File: src/rtl/plcp_pkg.sv
package plcp_pkg;

  typedef enum logic [2:0] {
    PH_IDLE,
    PH_SYNC,
    PH_SFD,
    PH_HDR,
    PH_CRC,
    PH_DATA,
    PH_DONE
  } phase_t;

  typedef enum logic [1:0] {
    RATE_1M  = 2'd0,
    RATE_2M  = 2'd1,
    RATE_5M5 = 2'd2,
    RATE_11M = 2'd3
  } rate_t;

  localparam int SFD_W = 16;
  localparam int HDR_W = 32;
  localparam int CRC_W = 16;

  function automatic logic [7:0] signal_code(input rate_t r);
    case (r)
      RATE_1M:  signal_code = 8'h0A;
      RATE_2M:  signal_code = 8'h14;
      RATE_5M5: signal_code = 8'h37;
      default:  signal_code = 8'h6E;
    endcase
  endfunction

endpackage

File: src/rtl/plcp_scrambler.sv
module plcp_scrambler #(
  parameter int         HIST_W     = 7,
  parameter int         TAP        = 4,
  parameter logic [6:0] SEED_LONG  = 7'h6C,
  parameter logic [6:0] SEED_SHORT = 7'h1B
) (
  input  logic clk,
  input  logic rst,
  input  logic load,
  input  logic short_fmt,
  input  logic step,
  input  logic din,
  output logic dout
);

  logic [HIST_W-1:0] hist_q;

  // history bit k holds the output from k+1 steps ago
  assign dout = din ^ hist_q[TAP-1] ^ hist_q[HIST_W-1];

  always_ff @(posedge clk) begin
    if (rst) begin
      hist_q <= '0;
    end else if (load) begin
      hist_q <= short_fmt ? SEED_SHORT : SEED_LONG;
    end else if (step) begin
      hist_q <= {hist_q[HIST_W-2:0], dout};
    end
  end

endmodule

File: src/rtl/plcp_crc16.sv
module plcp_crc16 #(
  parameter int               W      = 16,
  parameter logic [W-1:0]     POLY   = 16'h1021,
  parameter logic [W-1:0]     PRESET = 16'hFFFF
) (
  input  logic         clk,
  input  logic         rst,
  input  logic         clear,
  input  logic         step,
  input  logic         din,
  output logic [W-1:0] crc
);

  logic [W-1:0] crc_q;
  logic         fb;

  assign fb  = din ^ crc_q[W-1];
  assign crc = crc_q;

  always_ff @(posedge clk) begin
    if (rst) begin
      crc_q <= PRESET;
    end else if (clear) begin
      crc_q <= PRESET;
    end else if (step) begin
      crc_q <= {crc_q[W-2:0], 1'b0} ^ (fb ? POLY : '0);
    end
  end

endmodule

File: src/rtl/plcp_paycount.sv
module plcp_paycount
  import plcp_pkg::*;
#(
  parameter int LEN_W = 17,
  parameter int PAY_W = LEN_W + 4
) (
  input  rate_t            rate,
  input  logic [LEN_W-1:0] dur,
  output logic [PAY_W-1:0] total
);

  logic [PAY_W-1:0] d_ext;
  logic [PAY_W-1:0] d_x11;

  assign d_ext = PAY_W'(dur);
  assign d_x11 = (d_ext << 3) + (d_ext << 1) + d_ext;

  always_comb begin
    case (rate)
      RATE_1M:  total = d_ext;
      RATE_2M:  total = d_ext << 1;
      RATE_5M5: total = d_x11 >> 1;
      default:  total = d_x11;
    endcase
  end

endmodule

File: src/rtl/plcp_hdr_gen.sv
module plcp_hdr_gen
  import plcp_pkg::*;
#(
  parameter int          LEN_W      = 17,
  parameter int          SYNC_LONG  = 128,
  parameter int          SYNC_SHORT = 56,
  parameter int          READY_LEAD = 8,
  parameter logic [15:0] SFD_LONG   = 16'hF3A0,
  parameter logic [15:0] SFD_SHORT  = 16'h05CF,
  parameter logic [6:0]  SEED_LONG  = 7'h6C,
  parameter logic [6:0]  SEED_SHORT = 7'h1B
) (
  input  logic             clk,
  input  logic             rst,
  input  logic             tx_en,
  input  logic [7:0]       mode_sel,
  input  logic [LEN_W-1:0] dur_us,
  input  logic             pay_bit,
  output logic             tx_bit,
  output logic             tx_valid,
  output logic [1:0]       rate_tag,
  output logic             ready,
  output logic             data_req
);

  localparam int CNT_W = $clog2(SYNC_LONG + 1);
  localparam int PAY_W = LEN_W + 4;
  localparam logic [CNT_W-1:0] LAST_SFD = CNT_W'(SFD_W - 1);
  localparam logic [CNT_W-1:0] LAST_HDR = CNT_W'(HDR_W - 1);
  localparam logic [CNT_W-1:0] LAST_CRC = CNT_W'(CRC_W - 1);
  localparam logic [CNT_W-1:0] RDY_IDX  = CNT_W'(CRC_W - READY_LEAD);

  phase_t           phase_q, nxt_phase;
  logic [CNT_W-1:0] idx_q, nxt_idx;
  rate_t            rate_q;
  logic             short_q;
  logic [LEN_W-1:0] dur_q;
  logic [PAY_W-1:0] pay_left_q;
  logic [PAY_W-1:0] pay_total;
  logic             en_q;

  logic             active, go, start, src, scr_out;
  logic             start_short;
  logic [CNT_W-1:0] sync_last;
  logic [15:0]      sfd_w;
  logic [HDR_W-1:0] hdr_w;
  logic [7:0]       service;
  logic [CRC_W-1:0] crc_val;
  logic [1:0]       tag;

  assign active      = (phase_q != PH_IDLE) && (phase_q != PH_DONE);
  assign go          = active && tx_en;
  assign start       = (phase_q == PH_IDLE) && tx_en && !en_q;
  assign start_short = mode_sel[4] && (mode_sel[6:5] != 2'b00);
  assign sync_last   = short_q ? CNT_W'(SYNC_SHORT - 1) : CNT_W'(SYNC_LONG - 1);
  assign sfd_w       = short_q ? SFD_SHORT : SFD_LONG;
  assign service     = {dur_q[LEN_W-1], 7'b0};
  assign hdr_w       = {dur_q[15:0], service, signal_code(rate_q)};

  // bit source for the slot currently held in phase_q / idx_q
  always_comb begin
    case (phase_q)
      PH_SYNC: src = !short_q;
      PH_SFD:  src = sfd_w[idx_q[3:0]];
      PH_HDR:  src = hdr_w[idx_q[4:0]];
      PH_CRC:  src = !crc_val[4'd15 - idx_q[3:0]];
      PH_DATA: src = pay_bit;
      default: src = 1'b0;
    endcase
  end

  always_comb begin
    case (phase_q)
      PH_HDR, PH_CRC: tag = short_q ? 2'(RATE_2M) : 2'(RATE_1M);
      PH_DATA:        tag = rate_q;
      default:        tag = 2'(RATE_1M);
    endcase
  end

  always_comb begin
    nxt_phase = phase_q;
    nxt_idx   = idx_q;
    case (phase_q)
      PH_IDLE: if (start) begin
        nxt_phase = PH_SYNC;
        nxt_idx   = '0;
      end
      PH_SYNC: if (idx_q == sync_last) begin
        nxt_phase = PH_SFD;
        nxt_idx   = '0;
      end else begin
        nxt_idx = idx_q + 1'b1;
      end
      PH_SFD: if (idx_q == LAST_SFD) begin
        nxt_phase = PH_HDR;
        nxt_idx   = '0;
      end else begin
        nxt_idx = idx_q + 1'b1;
      end
      PH_HDR: if (idx_q == LAST_HDR) begin
        nxt_phase = PH_CRC;
        nxt_idx   = '0;
      end else begin
        nxt_idx = idx_q + 1'b1;
      end
      PH_CRC: if (idx_q == LAST_CRC) begin
        nxt_phase = (pay_total == '0) ? PH_DONE : PH_DATA;
        nxt_idx   = '0;
      end else begin
        nxt_idx = idx_q + 1'b1;
      end
      PH_DATA: if (pay_left_q == PAY_W'(1)) nxt_phase = PH_DONE;
      PH_DONE: if (!tx_en) nxt_phase = PH_IDLE;
      default: nxt_phase = PH_IDLE;
    endcase
    if (active && !tx_en) begin
      nxt_phase = PH_IDLE;
      nxt_idx   = '0;
    end
  end

  plcp_scrambler #(
    .HIST_W    (7),
    .TAP       (4),
    .SEED_LONG (SEED_LONG),
    .SEED_SHORT(SEED_SHORT)
  ) u_scr (
    .clk      (clk),
    .rst      (rst),
    .load     (start),
    .short_fmt(start_short),
    .step     (go),
    .din      (src),
    .dout     (scr_out)
  );

  plcp_crc16 #(
    .W     (CRC_W),
    .POLY  (16'h1021),
    .PRESET(16'hFFFF)
  ) u_crc (
    .clk  (clk),
    .rst  (rst),
    .clear(start),
    .step (go && (phase_q == PH_HDR)),
    .din  (src),
    .crc  (crc_val)
  );

  plcp_paycount #(
    .LEN_W(LEN_W),
    .PAY_W(PAY_W)
  ) u_cnt (
    .rate (rate_q),
    .dur  (dur_q),
    .total(pay_total)
  );

  always_ff @(posedge clk) begin
    if (rst) begin
      phase_q    <= PH_IDLE;
      idx_q      <= '0;
      rate_q     <= RATE_1M;
      short_q    <= 1'b0;
      dur_q      <= '0;
      pay_left_q <= '0;
      en_q       <= 1'b1;
      tx_bit     <= 1'b0;
      tx_valid   <= 1'b0;
      rate_tag   <= 2'b00;
      ready      <= 1'b0;
      data_req   <= 1'b0;
    end else begin
      phase_q  <= nxt_phase;
      idx_q    <= nxt_idx;
      en_q     <= tx_en;
      tx_valid <= go;
      tx_bit   <= go ? scr_out : 1'b0;
      rate_tag <= go ? tag : 2'b00;
      ready    <= (nxt_phase == PH_DATA) ||
                  ((nxt_phase == PH_CRC) && (nxt_idx >= RDY_IDX));
      data_req <= (nxt_phase == PH_DATA);
      if (start) begin
        rate_q  <= rate_t'(mode_sel[6:5]);
        short_q <= start_short;
      end
      if (phase_q == PH_SFD && nxt_phase == PH_HDR) dur_q <= dur_us;
      if (phase_q == PH_CRC && nxt_phase == PH_DATA) pay_left_q <= pay_total;
      else if (phase_q == PH_DATA) pay_left_q <= pay_left_q - 1'b1;
    end
  end

endmodule

File: config.mk
export PLATFORM = sky130hd
export DESIGN_NAME = plcp_hdr_gen
export DESIGN_NICKNAME = d
export VERILOG_FILES = /design/src/rtl/plcp_pkg.sv /design/src/rtl/plcp_scrambler.sv /design/src/rtl/plcp_crc16.sv /design/src/rtl/plcp_paycount.sv /design/src/rtl/plcp_hdr_gen.sv
export SDC_FILE = /design/constraint.sdc
export NUM_CORES = 1
export LEC_CHECK = 0
export BUFFER_PORTS_ARGS = -buffer_cell sky130_fd_sc_hd__buf_2
export CAP_MARGIN = 0
export CORE_UTILIZATION = 32
export CTS_BUF_LIST = sky130_fd_sc_hd__clkbuf_16
export DETAILED_ROUTE_END_ITERATION = 7
export PLACE_DENSITY_LB_ADDON = 0.08
export SYNTH_ARGS = -nofsm -noshare
export SYNTH_HDL_FRONTEND = slang
export SYNTH_SLANG_ARGS = --single-unit
File: constraint.sdc
create_clock -name clk -period 8.7 [get_ports clk]
set_input_delay 0.435 -clock clk [delete_from_list [all_inputs] [get_ports clk]]
set_output_delay 0.435 -clock clk [all_outputs]
set_load 0.02 [all_outputs]
==> impl_metrics.py <==
metrics = {
    "place": {
        "placed_area_um2": 6960,
        "dpl.hpwl_um": 15500,
        "place.gp.congestion": 0.836,
        "preCtsSetupSlack_ps": 4000,
        "port_buffers": 29,
        "placed_cells": 1097,
    },
    "layout": {
        "layout-drive-gt1-share_pct": 9.25,
        "antenna_cells_inserted": 0,
        "layout-area-overhead-vs-synth_pct": 9.29,
        "finalNetCount": 912,
        "final_area_um2": 7260,
        "final-instance-count-excl-fill": 1113,
    },
    "synthesis": {
        "post_synthesis_net_count": 916,
        "netlist_top_cells_area": "sky130_fd_sc_hd__dfxtp_1 (25%), sky130_fd_sc_hd__ha_1 (5.7%), sky130_fd_sc_hd__nand2_1 (5.1%)",
        "synthesis.area_um2": 6640,
        "ys_seq_elements": 82,
        "syn_avg_cell_area_um2": 7.88,
        "synth_edf_count": 0,
        "synthDistinctLibCells": 78,
        "dominantRegCellSynth": "sky130_fd_sc_hd__dfxtp_1",
        "asyncSetResetFlopFracSynth_pct": 0,
        "ys.warnings.count": 0,
        "syn-instance-count": 842,
        "synth_top_area_share_pct": 24.7,
        "synth_most_common_cell": "sky130_fd_sc_hd__nand2_1",
        "synthTopCellsByCount": "sky130_fd_sc_hd__nand2_1 (90), sky130_fd_sc_hd__nor2_1 (86), sky130_fd_sc_hd__dfxtp_1 (82)",
        "synth_top_area_cell": "sky130_fd_sc_hd__dfxtp_1",
        "synth_seq_area_share_pct": 24.7,
    },
    "timing": {
        "period_share_pct": 53.9,
        "upper_clock_frequency_limit_ghz": 0.213,
        "setup_total_negative_slack_ps": 0,
        "timing.final.crit_period_ps": 4690,
        "setup_repair_after_global_routing_missed_its_margin": "no",
        "final.setup_skew_ps": 8.37,
        "worst-slew-pin-transition_ps": 992,
        "final-hold-violation-count": 0,
        "setup_viol": 0,
        "slew_headroom_pct": 33.6,
        "postLayoutSetupSlackWorst_ps": 4010,
        "final-max-slew-violation-count": 0,
    },
    "drt": {
        "drt_iter0_drc": 388,
        "avgViaCountPerCell": 5.71,
        "ant_nets": 0,
        "drt_drc_violations_left": 0,
        "via_count": 6351,
        "routed_wirelength_um": 20800,
        "wl_per_cell_um": 18.7,
        "iteration_count_of_the_initial_detailed_routing_pass": 6,
    },
    "die": {
        "die_h_um": 146,
        "io-pin-count": 35,
        "die-area_um2": 21300,
        "floorplan.die.width_um": 146,
        "fp.coreArea_um2": 20300,
        "row_count": 52,
        "start_util_pct": 32.7,
    },
    "global_routing": {
        "pin_count_of_the_biggest_net_entering_global_routing": 39,
        "antenna_violations_before_repair": 0,
        "via_count_of_the_first_global_routing_pass": 6252,
        "grt_ovf": 0,
        "grt_first_pass_wirelength_um": 34000,
        "grt_use_total_pct": 20.1,
    },
    "critical_path": {
        "required_time_at_the_endpoint_of_the_critical_path_ps": 8930,
        "timing.critical_path.arrival_ps": 4930,
        "path_class": "flip-flop to flip-flop",
        "critical_path_end_type": "flip-flop",
        "crit_path_start_kind": "flip-flop",
        "crit_path_max_fanout": 11,
    },
    "clocking": {
        "h-tree-depth": 3,
        "clock_insertion_delay_worst_skew_ps": 350,
        "cts_made_buffers": 9,
        "cts_tree": "built",
        "postCtsSetupRepairBufs": 0,
        "cts_stage_hold_buffer_count": 0,
        "clock-sinks": 82,
        "ctsLongestPathBuffers": 2,
        "cts_root_buf": "sky130_fd_sc_hd__clkbuf_16",
        "post_cts.resized_instances": 0,
        "clkSlewWorstSetupHoldPaths_ps": 60,
    },
    "run_status": {
        "outcome": "completed",
    },
    "min_path": {
        "hp-class": "input port to flip-flop",
    },
    "power": {
        "vdd.ir_drop.worst_mv": 0.0753,
        "power.density_cell_area_nw_per_um2": 113,
        "p_leak_nw": 2.98,
    },
    "run": {
        "max-cap-violations": 0,
    },
}
[through the flow]
step | hold slack, ps | util (%) | power, mW
floorplan | 457 | - | 0.422
global placement | 465 | 34.3 | 0.439
detailed placement | 472 | 34.3 | 0.440
CTS | 306 | 35.7 | 0.831
global route | 330 | 35.7 | 0.850
finish | 313 | 35.7 | 0.817
[registers in the layout, summed over array words and instances, names as in the netlist, 2 cells and up]
signal,flops
dur_q,17
idx_q,8
pay_left_q,21
phase_q,3
rate_q,2
rate_tag,2
u_crc.crc,16
u_scr.hist_q,7
[cell families (layout without fill, tap and decap cells)]
| group | after synthesis | after routing | synth area share, % |
|---|---|---|---|
| mux | 42 | 42 | 8.18 |
| fa+ha+maj | 45 | 45 | 10.2 |
| simple gates | 340 | 340 | 25.2 |
| flops | 82 | 82 | 24.7 |
| compound gates | 231 | 231 | 23.5 |
| xor+xnor | 28 | 28 | 3.69 |
| buf+inv | 74 | 75 | 4.58 |
[cell usage in the layout (no fill, tap or decap), drive strengths merged, types with 16 or more instances in the layout]
cell and instances:
nand2 92, xnor2 18, dfxtp 82, a21oi 58, a31oi 16, mux2i 25, inv 22, nor2 86
nand3 31, o21ai 47, nor3 32, buf 37, ha 30
[layer usage]
layer / track usage (%) / part of all wire (%)
met3: 2.56 / 2.8
met1: 25.8 / 45
met2: 35.3 / 50
met4: 5.52 / 1.4
met5: 0 / 0
[worst paths after layout]
check	from	end	slack [ps]	depth (start not counted)
max reg2reg	dur_q[15]	pay_left_q[20]	4010	12
min reg2reg	u_crc.crc[9]	u_crc.crc[10]	480	2
max	dur_q[15]	pay_left_q[20]	4010	12
min	dur_us[5]	dur_q[5]	310	3
[area by class of cell]
cell class                      count  area (um2)
Sequential cell                    82        1640
Multi-Input combinational cell    686        4690
Clock buffer                        9         225
Clock inverter                      7        70.1
Inverter                           22        82.6
Fill cell                        2188       13000
Tap cell                          270         338
Timing Repair Buffer               37         205
[worst max-delay path, stage by stage, from the launching register on]
cell                       delay, ps
sky130_fd_sc_hd__dfxtp_1         740
sky130_fd_sc_hd__fa_1            540
sky130_fd_sc_hd__ha_1            550
sky130_fd_sc_hd__nand4_1         250
sky130_fd_sc_hd__nor3_1          230
sky130_fd_sc_hd__o21ai_1         150
sky130_fd_sc_hd__nand3_1         230
sky130_fd_sc_hd__xnor2_1         200
sky130_fd_sc_hd__o221ai_1        270
sky130_fd_sc_hd__nor4_4          460
sky130_fd_sc_hd__nand3_2         280
sky130_fd_sc_hd__nand2_2         330
sky130_fd_sc_hd__mux2_1          350
[report_power, final]
part | switching (mW) | internal (mW) | leakage (nW)
registers | 0.00383 | 0.378 | 0.662
clock network | 0.165 | 0.222 | 0.145
logic | 0.0322 | 0.0166 | 2.17
Power figures use the tool's default switching activity.
